==> src/rtl/srg_pkg.sv <==
package srg_pkg;
    typedef struct packed {
        logic bit_en;
        logic pend;
    } srg_out_t;
endpackage

==> src/rtl/srg_prescale.sv <==
module srg_prescale #(
    parameter int PRE_RATIO = 8
) (
    input  logic clk_i,
    input  logic rst_i,
    input  logic clr_i,
    input  logic pre_sel_i,
    output logic tick_o
);
    localparam int PW = $clog2(PRE_RATIO);
    localparam logic [PW-1:0] LAST = PW'(PRE_RATIO - 1);

    typedef struct packed {
        logic          half;
        logic [PW-1:0] cnt;
    } pre_st_t;

    pre_st_t s_d, s_q;

    always_comb begin
        s_d    = s_q;
        tick_o = 1'b0;
        s_d.half = ~s_q.half;
        if (s_q.half) begin
            tick_o  = !pre_sel_i || (s_q.cnt == LAST);
            s_d.cnt = (s_q.cnt == LAST) ? '0 : s_q.cnt + 1'b1;
        end
        if (clr_i) s_d = '0;
    end

    always_ff @(posedge clk_i) begin
        if (rst_i) s_q <= '0;
        else       s_q <= s_d;
    end
endmodule

==> src/rtl/srg_divider.sv <==
module srg_divider #(
    parameter int DIV_W = 12
) (
    input  logic             clk_i,
    input  logic             rst_i,
    input  logic             clr_i,
    input  logic             en_i,
    input  logic [DIV_W-1:0] lim_i,
    output logic             tick_o
);
    logic [DIV_W-1:0] cnt_d, cnt_q;

    always_comb begin
        cnt_d  = cnt_q;
        tick_o = 1'b0;
        if (en_i) begin
            if (cnt_q >= lim_i) begin
                cnt_d  = '0;
                tick_o = 1'b1;
            end else begin
                cnt_d = cnt_q + 1'b1;
            end
        end
        if (clr_i) cnt_d = '0;
    end

    always_ff @(posedge clk_i) begin
        if (rst_i) cnt_q <= '0;
        else       cnt_q <= cnt_d;
    end
endmodule

==> src/rtl/srg_post.sv <==
module srg_post #(
    parameter int OVS = 16
) (
    input  logic clk_i,
    input  logic rst_i,
    input  logic clr_i,
    input  logic en_i,
    output logic phase_o,
    output logic half_tick_o,
    output logic ovs_tick_o
);
    localparam int OW = $clog2(OVS);
    localparam logic [OW-1:0] LAST = OW'(OVS - 1);

    typedef struct packed {
        logic          ph;
        logic [OW-1:0] cnt;
    } post_st_t;

    post_st_t s_d, s_q;

    always_comb begin
        s_d         = s_q;
        half_tick_o = 1'b0;
        ovs_tick_o  = 1'b0;
        if (en_i) begin
            s_d.ph      = ~s_q.ph;
            half_tick_o = s_q.ph;
        end
        if (half_tick_o) begin
            ovs_tick_o = (s_q.cnt == LAST);
            s_d.cnt    = (s_q.cnt == LAST) ? '0 : s_q.cnt + 1'b1;
        end
        if (clr_i) s_d = '0;
    end

    always_ff @(posedge clk_i) begin
        if (rst_i) s_q <= '0;
        else       s_q <= s_d;
    end

    assign phase_o = s_q.ph;
endmodule

==> src/rtl/serial_rate_gen.sv <==
module serial_rate_gen
    import srg_pkg::*;
#(
    parameter int DIV_W     = 12,
    parameter int PRE_RATIO = 8,
    parameter int OVS       = 16
) (
    input  logic             clk_i,
    input  logic             rst_i,
    input  logic             cfg_wr_i,
    input  logic [DIV_W-1:0] div_val_i,
    input  logic             pre8_i,
    input  logic             tmr_slow_i,
    input  logic             tmr_ie_i,
    input  logic             sync_mode_i,
    input  logic             clk_pol_i,
    input  logic             irq_ack_i,
    output logic             bit_en_o,
    output logic             sclk_o,
    output logic             tmr_pend_o
);
    logic pre_tick, div_tick, half_tick, ovs_tick, phase;
    logic timeout;
    srg_out_t o_d, o_q;

    srg_prescale #(.PRE_RATIO(PRE_RATIO)) i_pre (
        .clk_i     (clk_i),
        .rst_i     (rst_i),
        .clr_i     (cfg_wr_i),
        .pre_sel_i (pre8_i),
        .tick_o    (pre_tick)
    );

    srg_divider #(.DIV_W(DIV_W)) i_div (
        .clk_i  (clk_i),
        .rst_i  (rst_i),
        .clr_i  (cfg_wr_i),
        .en_i   (pre_tick),
        .lim_i  (div_val_i),
        .tick_o (div_tick)
    );

    srg_post #(.OVS(OVS)) i_post (
        .clk_i       (clk_i),
        .rst_i       (rst_i),
        .clr_i       (cfg_wr_i),
        .en_i        (div_tick),
        .phase_o     (phase),
        .half_tick_o (half_tick),
        .ovs_tick_o  (ovs_tick)
    );

    always_comb begin
        o_d     = o_q;
        timeout = !cfg_wr_i && (tmr_slow_i ? ovs_tick : half_tick);
        o_d.bit_en = !cfg_wr_i && (sync_mode_i ? half_tick : ovs_tick);
        if (timeout && tmr_ie_i) o_d.pend = 1'b1;
        else if (irq_ack_i)      o_d.pend = 1'b0;
    end

    always_ff @(posedge clk_i) begin
        if (rst_i) o_q <= '0;
        else       o_q <= o_d;
    end

    assign bit_en_o   = o_q.bit_en;
    assign tmr_pend_o = o_q.pend;
    assign sclk_o     = phase ^ clk_pol_i;
endmodule

==> config.mk <==
export PLATFORM = sky130hd
export DESIGN_NAME = serial_rate_gen
export DESIGN_NICKNAME = d
export VERILOG_FILES = /design/src/rtl/srg_pkg.sv /design/src/rtl/srg_prescale.sv /design/src/rtl/srg_divider.sv /design/src/rtl/srg_post.sv /design/src/rtl/serial_rate_gen.sv
export SDC_FILE = /design/constraint.sdc
export NUM_CORES = 1
export LEC_CHECK = 0
export ABC_CLOCK_PERIOD_IN_PS = 3000
export BUFFER_PORTS_ARGS = -buffer_cell sky130_fd_sc_hd__buf_4
export CORE_UTILIZATION = 54
export DETAILED_ROUTE_END_ITERATION = 10
export PLACE_DENSITY = 0.79
export SYNTH_ARGS = -nofsm -noshare
export SYNTH_HDL_FRONTEND = slang
export SYNTH_SLANG_ARGS = --single-unit
==> constraint.sdc <==
create_clock -name clk_i -period 3 [get_ports clk_i]
set_input_delay 0.75 -clock clk_i [delete_from_list [all_inputs] [get_ports clk_i]]
set_output_delay 0.75 -clock clk_i [all_outputs]
set_load 0.02 [all_outputs]
======== Word-level counts from Yosys, hierarchy flattened ========
Index checks and enable logic that the tools add are counted.
operators by class
  bitwise gates (word level) .............. 3
  reduce and logical (&&, ||, !) cells .... 8
  muxes and demuxes ....................... 12
  add/sub/neg operators ................... 3
  order comparisons ....................... 1
  equal/unequal tests ..................... 2
operators by type and width
  kind                     number
  $add A12 B1 Y12 const B  1
  $ge A12 B12 Y1           1
  $mux W12                 1
  $mux W1                  9
  $add A4 B1 Y4 const B    1
  $eq A4 B4 Y1 const B     1
  $mux W4                  1
  $add A3 B1 Y3 const B    1
  $eq A3 B3 Y1 const B     1
  $logic_and A1 B1 Y1      3
  $mux W3                  1
  $logic_not A1 Y1         2
  $not A1 Y1               2
  $reduce_bool A2 Y1       1
  $reduce_or A2 Y1         1
  $logic_or A1 B1 Y1       1
  $xor A1 B1 Y1            1
storage, ports and cells
  register bits after elaboration ......... 23
  output and inout bits ................... 3
  bits of input ports ..................... 21

======== Longest topological paths before layout ========
Gate-level depths: netlist of run 1.
  word-level depth ........................ 10
  depth in mapped cells ................... 9
  mapped depth without buffers ............ 8

======== Modules after synthesis ========
From an unflattened synthesis of run 1, not the netlist that was laid out.
second synthesis, totals
  cell total of the unflattened synthesis .. 159
  area total of the unflattened synthesis .. 1,367.6 um^2
by module, submodules not included
  module           cells an instance  area an instance (um^2)  instances
  srg_divider      106                864.6                    1
  srg_post         28                 229.0                    1
  srg_prescale     16                 178.9                    1
  serial_rate_gen  9                  95.1                     1

======== Least setup slack after synthesis of run 1 ========
OpenSTA, ideal clock, no wires.
  path kind ............................... input port to flip-flop
  start ................................... input port div_val_i[10]
  end ..................................... register i_post.s_q[2] in the netlist's numbering
  data arrival time ....................... 2.295 ns
  stages .................................. 9
  required time ........................... 2.941 ns
  path slack .............................. 0.646 ns
  path through ............................ inv_1 ha_1 a21oi_2 a21boi_2 o311a_1 a41o_1 buf_6 a211o_1 nand2_1
between the ends
  word-level cells in the longest chain between the ends .. 4
RTL lines
  item                  RTL line               text
  from (decl)           serial_rate_gen.sv:11  input logic [DIV_W-1:0] div_val_i,
  $ge A12 B12 Y1        srg_divider.sv:17      if (cnt_q >= lim_i) begin
  $mux W1               srg_divider.sv:17
  $mux W1               srg_divider.sv:16      if (en_i) begin
  $mux W1               srg_post.sv:26         if (en_i) begin
  to (signal assigned)  srg_post.sv:38         if (rst_i) s_q <= '0;
  to (signal assigned)  srg_post.sv:39         else s_q <= s_d;
  to (decl)             srg_post.sv:20         post_st_t s_d, s_q;
Every way passes these cells.
A chain may end at the register's enable or synchronous reset.

======== Final worst setup path of run 1 ========
  start ................................... input port div_val_i[2]
  end ..................................... register i_div.cnt_q[8]
between the ends
  word-level cells in the longest chain between the ends .. 2
RTL lines
  item                  RTL line           text
  $ge A12 B12 Y1        srg_divider.sv:17
  $mux W12              srg_divider.sv:17
  to (signal assigned)  srg_divider.sv:29  else cnt_q <= cnt_d;
  to (decl)             srg_divider.sv:11  logic [DIV_W-1:0] cnt_d, cnt_q;
Every way passes these cells.

==> out/results.txt, run 1 <==
dpl ws -> 429 ps
Async SR Flop Fraction -> 0
WL/cell -> 11.4 um
RSZ-0062 raised after global routing -> false
number of routed nets with antenna violations -> 0
Area after DPL -> 0.00153 mm2
number of I/O port buffers -> 23
Hold WC Path Type -> flop to flop
Rows -> 17
1st-iter DRT viols -> 18
Hold Buf Count CTS -> 0
Adder-Cell Fraction of Synth Area -> 0.149
Crit path arrival time -> 2480 ps
xor/xnor share of the synthesized area -> 0.0651
post-synthesis net count -> 197
final std cells w/o fill -> 212
Initial Utilization -> 0.591
Storage cell area -> 460 um2
final layout net count -> 222
CTS sink count -> 23
dominant synthesized flop cell -> dfxtp_1
final max-slew violation count -> 0
CP max FO -> 9
chip height -> 51.9 um
Power Density -> 313 mW/mm2
Synth Area per Inst -> 8.41 um2
Design Area, Final -> 0.00156 mm2
drt total wl -> 2.42 mm
fill cell total of the finished layout -> 201
share of layout cells above drive strength 1 -> 0.168
shortest period the worst path allows -> 2240 ps
first-pass GRT wire length -> 4.26 mm
clock buffer count from CTS -> 3
Clock Root Buffer -> clkbuf_4
peak supply drop -> 0.000441 V
Fmax -> 446 MHz
final setup skew -> 1.32 ps
Synth Warn # -> 0
ANT cells -> 0
CP startpoint kind -> input port
Multi-input gate area -> 805 um2
Final Util -> 0.685
drt drc -> 0
synthesized cell area -> 0.00135 mm2
die area -> 0.00269 mm2
gpl congestion -> 0.766
Setup TNS Final -> 0 ps
leading area contributor after synthesis -> dfxtp_1
Hold Vio Cnt, Final -> 0
PnR worst setup slack -> 756 ps
Synth Area in Compound Gates -> 0.142
post-synthesis mux area share -> 0.0298
Placed Cells -> 208
Total GRT Usage -> 0.209
largest net degree at the start of global routing -> 13
vias in the first global route -> 1034
largest cells by area after synthesis -> dfxtp_1, ha_1, nor2_1
CTS tree -> built
Clock Path Buffers -> 2
IO Pins -> 24
total of max-cap violations -> 0
WS Path Type -> input port to flop
Yosys reg bits -> 23
Worst Max-Slew Pin Slew -> 477 ps
largest family of logic cells by synthesized area -> simple AND/OR/NAND/NOR gates
CTS H-tree lvls -> 1
register area share after synthesis -> 0.342
Vias -> 1165
Rel. slew slack -> 0.682
initial antenna violation count -> 0
post-CTS setup buffer count -> 0
vias per cell -> 5.50
area of the core -> 0.00228 mm2
status -> finished, final reports clean
kind of end point of the critical path -> flop
clk slew on worst S/H paths -> 110 ps
Synth top area share -> 0.342
synth-to-layout area growth -> 15.9%
chip width -> 51.9 um
CTS resizes -> 0
Tcrit/Tclk final -> 0.748
worst path required time -> 3230 ps
1st-pass router iterations -> 4
EDFF count, synth -> 0
post-synthesis simple-gate area fraction -> 0.212
Final Setup Violations -> 0
Yosys cell types -> 34
Leak -> 0.721 nW
Syn Inst Count -> 160
DPL Wire Length -> 2.01 mm
worst r2r path cells -> 8
hold path depth -> 2
Clock Latency Late Sink -> 290 ps
global route overflow -> 0
-- power breakdown --
part	leakage [nW]	internal [mW]	switching, mW
combinational	0.521	0.0272	0.0220
sequential	0.186	0.307	0.00210
clock	0.0150	0.0515	0.0785
total	0.721	0.386	0.103
-- metrics by stage --
step                      power (mW)  hold WS (ps)
after floorplan                0.340           461
after global placement         0.363           442
after detailed placement       0.366           448
after CTS                      0.496           474
after global routing           0.515           514
final                          0.488           468
-- routing by layer --
layer  global-route usage  share of wire  routed length, um  up-vias
li1                     -              -                  -      601
met1                0.267           0.46               1110      542
met2                0.372           0.50               1220       20
met3               0.0205          0.027                 65        2
met4               0.0541         0.0070                 17        0
met5                    0              0                  0        -
-- final cells by class --
| cell class | count | area share |
|---|---|---|
| well taps | 28 | 0.0225 |
| flip-flops and latches | 23 | 0.295 |
| inverters | 16 | 0.0385 |
| multi-input cells | 118 | 0.516 |
| repair buffers | 23 | 0.111 |
| clock buffers | 4 | 0.0169 |
-- worst paths after layout --
kind	to	startpoint	slack, ps
max reg2reg	i_div.cnt_q[8]$_SDFFE_PP0P_	i_div.cnt_q[0]$_SDFFE_PP0P_	910
min reg2reg	tmr_pend_o$_SDFFE_PP0P_	tmr_pend_o$_SDFFE_PP0P_	470
min	tmr_pend_o$_SDFFE_PP0P_	tmr_pend_o$_SDFFE_PP0P_	470
max	i_div.cnt_q[8]$_SDFFE_PP0P_	div_val_i[2]	760
-- placed cells by master (no fill, tap or decap), drive strengths merged, types with 2 or more instances in the layout --
cell type,instances
nor2,22
dfxtp,23
mux2i,4
nand3,9
nand4,4
buf,23
nand2,15
a21o,2
a31oi,3
nor3,3
xnor2,3
and3,3
clkbuf,4
a21oi,9
ha,16
xor2,7
o21ai,6
inv,16
-- kinds of logic after synthesis --
logic type / count (synthesis)
xor gates and xnor gates: 10
AOI/OAI and AO/OA: 26
and+or+nand+nor: 62
DFF: 23
buffers and inverters: 19
muxes: 4
adders and majority gates: 16
-- critical path, stage by stage --
cell and delay, ps:
buf_4 80, inv_1 30, ha_1 300, a21o_1 180
a31oi_1 150, o21ai_1 150, a2111oi_4 500, o21ai_2 200
nor2_1 140
-- sequential cells by signal (all words and copies together), names as in the netlist --
signal	cells
i_div.cnt_q	12
tmr_pend_o	1
i_post.s_q	4
i_post.phase_o	1
bit_en_o	1
i_pre.s_q	4
-- synth_stat cells (all sizes together), types with 2 or more instances --
cell type  count
dfxtp         23
a31oi          3
nand4          4
nor2          22
inv           16
a21o           2
ha            16
clkbuf         2
xnor2          3
and3           3
nand3          9
a21oi          9
o21ai          6
nor3           3
nand2         15
xor2           7
mux2i          4
(Power assumes the default switching activity.)
==> run 2: changes to the inputs <==
Settings changed: ABC_CLOCK_PERIOD_IN_PS 3000 to 1900, CORE_UTILIZATION 54 to 49, PLACE_DENSITY 0.79 to 0.75.
Clock period 3 ns to 1.9 ns, I/O delays scaled along.
==> run 2 against run 1 <==
The run now ends with negative setup slack left. Count of clock-buffer cells in the layout fell by 1. Worst setup slack got worse by 780 ps. Register-to-register slack got worse by 940 ps. Final cell count rose by 8.5%. Sequential share of layout area fell by 4.9 points. Flip-flop and latch count did not move. Sequential power rose by 58%. First-iteration DRC count fell by 17%. Clock power rose by 90%. Non-clock buffer count rose by 16. Core utilization rose by 5.4 points. Power rose by 72%. Highest routed layer unchanged.
==> out/results.txt, run 2 (synthesis gave the netlist of run 1 again) <==
area of the core -> 0.00254 mm2
Hold Vio Cnt, Final -> 0
share of layout cells above drive strength 1 -> 0.395
Worst R2R Start -> i_div.cnt_q[2]$_SDFFE_PP0P_
CP cell instances -> ha_4 -> a21o_1 -> a31oi_4 -> o21ai_2 -> a2111oi_4 -> buf_4 -> nand4b_1 -> a31oi_1
total of max-cap violations -> 0
Clock Latency Late Sink -> 320 ps
Power Density -> 448 mW/mm2
Top reg by flops -> i_div.cnt_q
Worst path slowest cell -> dfxtp_2
CTS tree -> built
r2r setup slk -> -30 ps
Switching Power -> 0.218 mW
chip width -> 54.4 um
violated checks -> negative setup slack
hold path depth -> 3
cell internal pwr -> 0.624 mW
gpl congestion -> 0.755
initial antenna violation count -> 0
kind of end point of the critical path -> flop
final layout net count -> 238
Buf+Inv Stages, Crit Path -> 1
CP startpoint kind -> flop
synth-to-layout area growth -> 39.8%
cell family with most CP delay -> compound AO/OA/AOI/OAI gates
Gate power share -> 0.127
1st-pass router iterations -> 4
1st-iter DRT viols -> 15
Storage cell area -> 464 um2
status -> finished, violations left
power share of the sequential group -> 0.580
Crit path arrival time -> 2180 ps
CTS sink count -> 23
Vias -> 1226
commonest cells after routing, fill and taps aside -> buf_4, nor2_1, dfxtp_1
Fmax -> 519 MHz
fill cell total of the finished layout -> 205
ANT cells -> 0
Crit Reg-Reg Endpoint -> i_div.cnt_q[2]$_SDFFE_PP0P_
shortest period the worst path allows -> 1930 ps
Final Setup Violations -> 2
clk slew on worst S/H paths -> 140 ps
Regs by FF count -> i_div.cnt_q (12), i_post.s_q (4), i_pre.s_q (4)
clock buffer count from CTS -> 3
Clock Path Buffers -> 2
Clock Root Buffer -> clkbuf_4
Initial Utilization -> 0.529
Multi-input gate area -> 991 um2
clock share of power -> 0.294
vias per cell -> 5.33
CP max FO -> 6
vias in the first global route -> 1103
Rows -> 18
commonest non-fill, non-tap cell in the layout -> buf_4
Worst Max-Slew Pin Slew -> 503 ps
number of I/O port buffers -> 23
switching part of the total -> 0.259
drt total wl -> 2.90 mm
IO Pins -> 24
WS Path Type -> flop to flop
Tcrit/Tclk final -> 1.02
Placed Cells -> 224
global route overflow -> 0
Total GRT Usage -> 0.209
final std cells w/o fill -> 230
CTS H-tree lvls -> 1
drt drc -> 0
first-pass GRT wire length -> 4.42 mm
final max-slew violation count -> 0
DPL Wire Length -> 2.22 mm
PnR worst setup slack -> -28.6 ps
Area after DPL -> 0.00178 mm2
worst r2r path cells -> 8
worst path required time -> 2150 ps
number of routed nets with antenna violations -> 0
WL/cell -> 12.6 um
largest net degree at the start of global routing -> 15
max FFs per register -> 12
Worst Hold Path EP -> bit_en_o$_SDFF_PP0_
Design Area, Final -> 0.00188 mm2
worst hold path startpoint -> sync_mode_i
final setup skew -> 0.978 ps
RSZ-0062 raised after global routing -> true
die area -> 0.00296 mm2
peak supply drop -> 0.000477 V
Hold WC Path Type -> input port to flop
Rel. slew slack -> 0.663
Leak -> 0.803 nW
chip height -> 54.4 um
max incr delay on CP -> 380 ps
[run 2: how the worst max path moves through the flow]
stage,startpoint,endpoint,depth (start not counted)
after floorplan,div_val_i[2],i_post.phase_o$_SDFFE_PP0N_,8
after global placement,div_val_i[2],i_div.cnt_q[10]$_SDFFE_PP0P_,10
after detailed placement,div_val_i[2],i_div.cnt_q[2]$_SDFFE_PP0P_,10
after CTS,i_div.cnt_q[0]$_SDFFE_PP0P_,i_div.cnt_q[2]$_SDFFE_PP0P_,9
after global routing,i_div.cnt_q[2]$_SDFFE_PP0P_,i_div.cnt_q[2]$_SDFFE_PP0P_,8
final,i_div.cnt_q[2]$_SDFFE_PP0P_,i_div.cnt_q[2]$_SDFFE_PP0P_,8
[run 2: worst min-delay path, delay by kind of cell]
kind	cells	cell delay [ps]
buf+inv	2	150
compound gates	1	50
[run 2: through the flow]
stage               hold slack [ps]  total power [mW]  setup TNS, ps   util  setup WS (ps)
finish                          368             0.842          -47.1  0.739          -28.6
detailed placement              458             0.595          -4200  0.700           -277
global placement                451             0.591          -3490  0.700           -212
CTS                             358             0.839          -58.1  0.716          -58.1
global route                    362             0.879           -475  0.739           -109
floorplan                       462             0.548              0      -           2.48
[run 2: final cells by class]
class,instances,share of cell area
flip-flops and latches,23,0.247
repair buffers,39,0.156
multi-input cells,118,0.527
inverters,16,0.0346
clock buffers,3,0.0120
well taps,30,0.0200
clock inverters,1,0.00399
[run 2: power by group through the flow]
stage	clock network [mW]	registers, mW	logic (mW)
2_1_floorplan	0	0.496	0.0519
3_3_place_gp	0	0.498	0.0932
3_5_place_dp	0	0.498	0.0967
4_1_cts	0.252	0.488	0.0984
5_1_grt	0.273	0.488	0.118
6_report	0.247	0.488	0.107
[run 2: layer usage]
| layer | wire, um | up-vias | share of wire | GRT usage |
|---|---|---|---|---|
| li1 | - | 626 | - | - |
| met1 | 1240 | 580 | 0.43 | 0.225 |
| met2 | 1540 | 14 | 0.53 | 0.380 |
| met3 | 73 | 6 | 0.025 | 0.0583 |
| met4 | 42 | 0 | 0.014 | 0.0812 |
| met5 | 0 | - | 0 | 0 |
[run 2: repair_timing]
action	CTS	global route
gates resized for setup	4	9
setup endpoints to repair	16	18
setup buffers	0	2
hold buffers	0	0
pin swaps	1	12
==> run 3: changes to the inputs <==
Settings changed: ABC_CLOCK_PERIOD_IN_PS 1900 to 2400, CELL_PAD_IN_SITES_DETAIL_PLACEMENT set to 0, CELL_PAD_IN_SITES_GLOBAL_PLACEMENT set to 1, CORE_UTILIZATION 49 to 44, PLACE_DENSITY 0.75 to 0.85.
Clock period 1.9 ns to 2.4 ns, I/O delays scaled along.
==> run 3 against run 2 <==
The flow finishes with violations (design-rule violations). Worst setup slack improved by 360 ps. Wire length is 14% lower. Clock power is 26% lower. Flip-flop and latch count stayed put. Sequential share of layout area is 4.7 points higher. Clock skew is 2.3 ps higher. Combinational power fell by 42%. Critical endpoint is now i_div.cnt_q[3]$_SDFFE_PP0P_.
==> out/results.txt, run 3 (synthesis gave the netlist of run 1 again) <==
Setup TNS Final -> 0 ps
share of layout cells above drive strength 1 -> 0.174
area of the core -> 0.00283 mm2
dpl ws -> -5.40 ps
Worst path slowest cell -> a2111oi_4
Final Setup Violations -> 0
1st-pass router iterations -> 7
Clock Latency Late Sink -> 310 ps
Total GRT Usage -> 0.169
clock buffer count from CTS -> 3
initial antenna violation count -> 0
Vias -> 1101
Worst Hold Path EP -> tmr_pend_o$_SDFFE_PP0P_
fill cell total of the finished layout -> 268
first-pass GRT wire length -> 4.28 mm
Worst Max-Slew Pin Slew -> 467 ps
gpl congestion -> 0.791
Placed Cells -> 211
Area after DPL -> 0.00154 mm2
total power -> 0.633 mW
vias in the first global route -> 1053
WL/cell -> 11.7 um
CP cell instances -> ha_1 -> a21o_1 -> a31oi_1 -> o21ai_1 -> a2111oi_4 -> o21ai_2 -> nor2_1
Hold WC Path Type -> flop to flop
drt total wl -> 2.51 mm
Hold Buf Count CTS -> 0
status -> finished, violations left
vias per cell -> 5.12
Leak -> 0.720 nW
Crit Reg-Reg Endpoint -> i_div.cnt_q[3]$_SDFFE_PP0P_
chip width -> 57.3 um
hold path depth -> 2
CP max FO -> 9
die area -> 0.00328 mm2
IO Pins -> 24
CTS resizes -> 0
shortest period the worst path allows -> 2070 ps
peak supply drop -> 0.000402 V
Top reg by flops -> i_div.cnt_q
final max-slew violation count -> 0
worst hold path startpoint -> tmr_pend_o$_SDFFE_PP0P_
global route overflow -> 0
CTS sink count -> 23
Crit path arrival time -> 2330 ps
worst path required time -> 2660 ps
worst r2r path cells -> 7
Hold Vio Cnt, Final -> 0
r2r setup slk -> 330 ps
Hold Slack -> 475 ps
final std cells w/o fill -> 215
max incr delay on CP -> 490 ps
clk slew on worst S/H paths -> 130 ps
number of I/O port buffers -> 23
final setup skew -> 3.26 ps
max FFs per register -> 12
CTS tree -> built
PnR worst setup slack -> 326 ps
ANT cells -> 0
post-CTS setup buffer count -> 0
CTS H-tree lvls -> 1
Rel. slew slack -> 0.689
total of max-cap violations -> 0
largest net degree at the start of global routing -> 15
Design Area, Final -> 0.00157 mm2
drt drc -> 2
CP startpoint kind -> flop
number of routed nets with antenna violations -> 0
violated checks -> design-rule violations
Final Util -> 0.554
Regs by FF count -> i_div.cnt_q (12), i_post.s_q (4), i_pre.s_q (4)
Clock Path Buffers -> 2
Worst R2R Start -> i_div.cnt_q[2]$_SDFFE_PP0P_
1st-iter DRT viols -> 42
chip height -> 57.3 um
kind of end point of the critical path -> flop
DPL Wire Length -> 2.03 mm
Tcrit/Tclk final -> 0.864
Power Density -> 404 mW/mm2
Initial Utilization -> 0.475
Rows -> 19
Fmax -> 482 MHz
WS Path Type -> flop to flop
Clock Root Buffer -> clkbuf_4
synth-to-layout area growth -> 16.5%
RSZ-0062 raised after global routing -> false
final layout net count -> 222
commonest cells after routing, fill and taps aside -> dfxtp_1, buf_4, nor2_1
-- run 3: per-layer routing --
metal / GRT usage / part of all wire
met2: 0.321 / 0.52
met1: 0.178 / 0.44
met4: 0.0523 / 0.0092
met5: 0 / 0
met3: 0.0476 / 0.030
-- run 3: report_power, final --
group	switching (mW)	total (mW)	leakage, nW	internal (mW)
logic	0.0283	0.0623	0.521	0.0340
registers	0.00244	0.386	0.186	0.384
clock network	0.121	0.184	0.0139	0.0636
-- run 3: worst max-delay path by stage --
stage	to	cells past startpoint	from	slack, ps
6_report	i_div.cnt_q[3]$_SDFFE_PP0P_	7	i_div.cnt_q[2]$_SDFFE_PP0P_	330
5_1_grt	i_div.cnt_q[5]$_SDFFE_PP0P_	8	i_div.cnt_q[0]$_SDFFE_PP0P_	130
4_1_cts	i_div.cnt_q[5]$_SDFFE_PP0P_	7	i_div.cnt_q[2]$_SDFFE_PP0P_	290
3_5_place_dp	i_post.s_q[2]$_SDFFE_PP0N_	9	div_val_i[10]	-5
3_3_place_gp	i_post.s_q[2]$_SDFFE_PP0N_	9	div_val_i[10]	50
2_1_floorplan	i_post.s_q[2]$_SDFFE_PP0N_	9	div_val_i[10]	200
-- run 3: critical path, delay by kind of cell (launching register included) --
kind | cells | cell delay [ps]
flip-flops | 1 | 450
AND/OR/NAND/NOR | 1 | 140
adder cells (fa/ha/maj) | 1 | 280
AO/OA/AOI/OAI | 5 | 1160
-- run 3: final cells by class --
class                   count  area (um2)  share of cell area
clock buffers               3        22.5              0.0144
clock inverters             1        7.51             0.00479
inverters                  16        60.1              0.0383
multi-input cells         118         805               0.514
flip-flops and latches     23         460               0.294
well taps                  31        38.8              0.0248
repair buffers             23         173               0.110
